===== src/rtl/cos_pkg.sv =====
// Package: shared sizes and address constants for the change-of-state input controller.
package cos_pkg;
    parameter int GROUPS   = 6;
    parameter int GRP_W    = 8;
    parameter int ADDR_W   = 3;
    parameter int DATA_W   = 8;
    localparam int NUM_CH  = GROUPS * GRP_W;
    localparam logic [ADDR_W-1:0] GAP_ADDR    = 3'd3;
    localparam logic [ADDR_W-1:0] STATUS_ADDR = 3'd7;
    localparam int PEND_BIT = 6;

    // Maps a bus offset to a group index; offsets above the gap shift down by one.
    function automatic int unsigned offset_to_group(input logic [ADDR_W-1:0] a);
        if (a < GAP_ADDR) return int'(a);
        else return int'(a) - 1;
    endfunction
endpackage


===== src/rtl/cos_sync_edge.sv =====
// Module: cos_sync_edge
// Two-flop synchroniser for one group of inputs, plus one history register.
// Reports the settled levels and whether any channel of the group changed.
// Assumes: din is asynchronous to clk; each bit is treated on its own.
module cos_sync_edge #(
    parameter int W = 8
) (
    input  logic         clk,
    input  logic         rst_n,
    input  logic [W-1:0] din,
    output logic [W-1:0] level,
    output logic         changed
);
    logic [W-1:0] meta_q;
    logic [W-1:0] sync_q;
    logic [W-1:0] hist_q;

    // Two synchroniser stages followed by one history stage.
    always_ff @(posedge clk) begin
        if (!rst_n) begin
            meta_q <= '0;
            sync_q <= '0;
            hist_q <= '0;
        end else begin
            meta_q <= din;
            sync_q <= meta_q;
            hist_q <= sync_q;
        end
    end

    // Any bit that differs from its value one clock earlier is an edge.
    always_comb begin
        level   = sync_q;
        changed = |(sync_q ^ hist_q);
    end
endmodule


===== src/rtl/cos_flag_latch.sv =====
// Module: cos_flag_latch
// Holds one sticky change flag per group. Enabled edges set a flag; an acknowledge
// clears all flags except those that receive a new edge in the same cycle.
// Assumes: ack is high for exactly one cycle per status read.
module cos_flag_latch #(
    parameter int N = 6
) (
    input  logic         clk,
    input  logic         rst_n,
    input  logic [N-1:0] hit,
    input  logic         ack,
    output logic [N-1:0] flags
);
    logic [N-1:0] flags_q;

    // Per-group sticky flag; a new hit takes priority over the clear.
    for (genvar g = 0; g < N; g++) begin : g_flag
        always_ff @(posedge clk) begin
            if (!rst_n)          flags_q[g] <= 1'b0;
            else if (hit[g])     flags_q[g] <= 1'b1;
            else if (ack)        flags_q[g] <= 1'b0;
        end
    end

    assign flags = flags_q;
endmodule


===== src/rtl/cos_bus_regs.sv =====
// Module: cos_bus_regs
// Byte bus decode: holds the group enable mask and builds the read data from the
// input bytes or the status byte. Flags a status read as an acknowledge.
// Assumes: single-cycle strobes; rd_en and wr_en are never high together.
module cos_bus_regs
    import cos_pkg::*;
(
    input  logic                  clk,
    input  logic                  rst_n,
    input  logic [ADDR_W-1:0]     addr,
    input  logic                  wr_en,
    input  logic [DATA_W-1:0]     wdata,
    input  logic                  rd_en,
    input  logic [NUM_CH-1:0]     levels,
    input  logic [GROUPS-1:0]     flags,
    output logic [GROUPS-1:0]     en_mask,
    output logic                  ack,
    output logic [DATA_W-1:0]     rdata
);
    logic [GROUPS-1:0] mask_q;
    logic [DATA_W-1:0] status_byte;

    // Enable mask register; only the status offset accepts writes.
    always_ff @(posedge clk) begin
        if (!rst_n)                            mask_q <= '0;
        else if (wr_en && addr == STATUS_ADDR) mask_q <= wdata[GROUPS-1:0];
    end

    // Status byte: group flags, active-low pending bit, upper bits zero.
    always_comb begin
        status_byte              = '0;
        status_byte[GROUPS-1:0]  = flags;
        status_byte[PEND_BIT]    = ~|flags;
    end

    // Read multiplexer across the input bytes, the gap and the status register.
    always_comb begin
        rdata = '0;
        if (rd_en) begin
            if (addr == STATUS_ADDR)   rdata = status_byte;
            else if (addr != GAP_ADDR) rdata = levels[offset_to_group(addr)*GRP_W +: GRP_W];
        end
    end

    assign en_mask = mask_q;
    assign ack     = rd_en && (addr == STATUS_ADDR);
endmodule


===== src/rtl/cos_input_ctrl.sv =====
// Module: cos_input_ctrl (top)
// 48-channel change-of-state input controller on an 8-bit port bus.
// Assumes: synchronous active-low reset; one bus strobe at a time.
module cos_input_ctrl
    import cos_pkg::*;
(
    input  logic                  clk,
    input  logic                  rst_n,
    input  logic [NUM_CH-1:0]     din,
    input  logic [ADDR_W-1:0]     addr,
    input  logic                  wr_en,
    input  logic [DATA_W-1:0]     wdata,
    input  logic                  rd_en,
    output logic [DATA_W-1:0]     rdata,
    output logic                  irq
);
    logic [NUM_CH-1:0] levels;
    logic [GROUPS-1:0] grp_change;
    logic [GROUPS-1:0] en_mask;
    logic [GROUPS-1:0] grp_hit;
    logic [GROUPS-1:0] flags;
    logic              ack;

    // One synchroniser and edge detector per group.
    for (genvar g = 0; g < GROUPS; g++) begin : g_sync
        cos_sync_edge #(.W(GRP_W)) u_sync (
            .clk     (clk),
            .rst_n   (rst_n),
            .din     (din[g*GRP_W +: GRP_W]),
            .level   (levels[g*GRP_W +: GRP_W]),
            .changed (grp_change[g])
        );
    end

    // Only groups that are enabled at the moment of the edge count.
    assign grp_hit = grp_change & en_mask;

    cos_flag_latch #(.N(GROUPS)) u_flags (
        .clk   (clk),
        .rst_n (rst_n),
        .hit   (grp_hit),
        .ack   (ack),
        .flags (flags)
    );

    cos_bus_regs u_regs (
        .clk     (clk),
        .rst_n   (rst_n),
        .addr    (addr),
        .wr_en   (wr_en),
        .wdata   (wdata),
        .rd_en   (rd_en),
        .levels  (levels),
        .flags   (flags),
        .en_mask (en_mask),
        .ack     (ack),
        .rdata   (rdata)
    );

    // Interrupt while any group flag is held.
    assign irq = |flags;
endmodule


===== config.mk =====
export PLATFORM = sky130hd
export DESIGN_NAME = cos_input_ctrl
export DESIGN_NICKNAME = d
export VERILOG_FILES = /design/src/rtl/cos_pkg.sv /design/src/rtl/cos_sync_edge.sv /design/src/rtl/cos_flag_latch.sv /design/src/rtl/cos_bus_regs.sv /design/src/rtl/cos_input_ctrl.sv
export SDC_FILE = /design/constraint.sdc
export NUM_CORES = 1
export LEC_CHECK = 0
export ABC_CLOCK_PERIOD_IN_PS = 2300
export CAP_MARGIN = 0
export CORE_UTILIZATION = 54
export DETAILED_ROUTE_END_ITERATION = 7
export PLACE_DENSITY = 0.78
export SYNTH_ARGS = -nofsm -noshare
export SYNTH_HDL_FRONTEND = slang
export SYNTH_SLANG_ARGS = --single-unit

===== constraint.sdc =====
create_clock -name clk -period 2.3 [get_ports clk]
set_input_delay 0.345 -clock clk [delete_from_list [all_inputs] [get_ports clk]]
set_output_delay 0.345 -clock clk [all_outputs]
set_load 0.1 [all_outputs]

==> out/qor.yml <==
diodes: 0
fin_area_um2: 7500
hold_path.class: "in2reg"
drive_gt1_share_pct: 17.0
synth_seq_area_share_pct: 55.1
synth_top_area_share_pct: 55.1
crit_fanout: 7
r2r_slack_ns: 0.96
rsz0062_at_grt: "yes"
power_density_nw_per_um2: 796
grt_pass1_vias: 3781
ir_worst_vdd_uv: 664
final_util_pct: 73.3
io_buffers: 69
p_leak_nw: 2.92
p_total_mw: 5.97
fin_crit_sh_pct: 98.3
r2r-end: "u_flags.flags[0]"
period_minus_slack_ns: 2.26
numCtsBuffers: 17
multi_input_area_um2: 2600
ys_types: 41
synth-async-reset-ratio_pct: 0
final_nets: 681
met3_usage_pct: 5.45
min-delay-start: "rst_n"
slew_headroom_pct: 68.2
synthTopCellsByArea: "dfxtp_1, and2_1, xnor2_1"
firstDrtPassIters: 4
clk_pin_slew_worst_paths_ns: 0.06
place.gp.congestion: 0.803
initial_core_util_pct: 55.4
clk_latency_ns: 0.52
post_drt_wl_per_cell_um: 15.4
ys_seq_elements: 156
ys.flop_type: "dfxtp_1"
drc_errors: 0
antenna_found_initial: 0
synth-edff-count: 0
setup_viol: 0
yosys.area.top_type: "dfxtp_1"
yosys_warnings: 0
hpwlAfterDp_um: 7860
fin_hold_ws_ns: 0.367
rows: 37
wirelength_um: 11600
first_iter_violations: 161
fill_cells: 719
critical_path_arrival_ns: 1.92
h-tree-depth: 4
avgViaCountPerCell: 5.01
crit_start: "addr[0]"
maxSlewViolCount: 0
worstReg2RegStart: "g_sync[0].u_sync.level[7]"
worstMarginPinSlew_ns: 0.476
postCtsHoldBufs: 0
finClkSkew_ns: 0.00438
max_freq_ghz: 0.442
layout_common_cells: "dfxtp_1, and2_1, clkdlybuf4s50_1, xnor2_1, buf_4"
met2_usage_pct: 37.4
criticalPathCategory: "in2out"
syn_area_um2: 5670
grt.met1_usage_pct: 29.7
area_delta_synth_final_pct: 32.3
cts_tree: "done"
grt-busiest-layer: "met2"
mostFrequentLayoutCell: "dfxtp_1"
syn_avg_cell_area_um2: 10.8
overflow: 0
dieWidth_um: 104
outcome: "finished, final reports clean"
vias: 3798
grt_max_degree: 157
cp-endpoint: "rdata[4]"
die-area_um2: 10900
cts_root_buffer: "clkbuf_8"
end_kind: "output pin"
clock_path_buffers: 2
core-area_um2: 10200
post_dp_cell_area_um2: 6790
drv_cap: 0
die_y_um: 104
clock-sinks: 156
syn_inst: 525
required_ns: 1.96
grt_first_pass_wirelength_um: 18900
rr_worst_depth: 4
finalHoldViolations: 0
drtAntennaViolNets: 0
ios: 72
syn_nets: 590
seq_area_um2: 3130
start_kind: "input port"
grt_usage_pct: 23.0
## routing by layer
| metal | vias up | share of wire (%) |
|---|---|---|
| li1 | 1899 | - |
| met1 | 1793 | 46 |
| met2 | 95 | 49 |
| met3 | 11 | 4.3 |
| met4 | 0 | 1.3 |
| met5 | - | 0 |
## layout make-up
type | instances | area share (%)
Inverter | 4 | 0.267
Tap cell | 136 | 2.27
Clock inverter | 3 | 0.584
Multi-Input combinational cell | 337 | 34.7
Sequential cell | 156 | 41.7
Timing Repair Buffer | 100 | 14.5
Clock buffer | 22 | 6.04
## worst min-delay path by stage
stage,end,cells after the start
floorplan,g_sync[0].u_sync.level[0],1
global placement,g_sync[4].u_sync.level[3],1
detailed placement,g_sync[5].u_sync.level[1],1
CTS,g_sync[1].u_sync.meta_q[1],2
global route,g_sync[2].u_sync.meta_q[4],2
finish,u_flags.flags[0],3
## cell usage after synthesis (3+ instances only)
cell type,count
a211oi_1,7
a21boi_0,6
a21oi_1,16
and2_1,144
buf_6,4
clkbuf_1,19
dfxtp_1,156
inv_1,3
mux2_2,7
mux2i_1,21
nand2_1,23
nand3_1,3
nand4_1,12
nor2_1,4
nor2b_1,6
o211ai_2,6
o21ai_0,6
o21ai_2,3
o221ai_1,7
xnor2_1,48
## flip-flops by register name (all words and copies together) (netlist names)
name and cells:
g_sync.u_sync.hist_q 48, g_sync.u_sync.meta_q 48, g_sync.u_sync.level 48, u_regs.en_mask 6
u_flags.flags 6
## where the power goes
group | switching, mW | total, mW | internal (mW)
sequential | 0.0674 | 2.88 | 2.81
clock | 0.958 | 2.41 | 1.45
combinational | 0.324 | 0.683 | 0.359
total | 1.35 | 5.97 | 4.62
## critical path, stage by stage
cell and delay [ns]:
buf_4 0.12, inv_2 0.06, ha_4 0.27, o21ai_2 0.07, o21ai_4 0.13, mux2_2 0.41, o221ai_4 0.21, o211ai_4 0.12
buf_12 0.18
## what timing repair did
item | CTS | global route
resized for setup | 37 | 10
pin swaps | 1 | 3
setup buffers | 0 | 2
gates cloned | 1 | 0
endpoints found under the setup margin | 8 | 8
hold endpoints to repair | 0 | 0
## logic make-up (layout without fill, tap and decap cells)
| logic type | Yosys count | in the layout | share of synthesized area (%) |
|---|---|---|---|
| adders and majority gates | 2 | 2 | 0.442 |
| DFF | 156 | 156 | 55.1 |
| and+or+nand+nor | 201 | 201 | 21.0 |
| buffers and inverters | 32 | 129 | 2.98 |
| xor gates and xnor gates | 48 | 48 | 7.42 |
| muxes | 29 | 29 | 5.50 |
| AOI/OAI and AO/OA | 57 | 57 | 7.55 |
## through the flow
| stage | setup TNS [ns] | worst slack [ns] | cells |
|---|---|---|---|
| after floorplan | -0.355 | -0.0602 | 525 |
| after detailed placement | -3.94 | -0.539 | 730 |
| after global routing | -0.0497 | -0.0126 | 758 |
| after global placement | -3.92 | -0.527 | 730 |
| final | 0 | 0.0396 | 758 |
| after CTS | 0 | 0.00522 | 756 |
No activity file was read; power rests on OpenSTA's default activity.
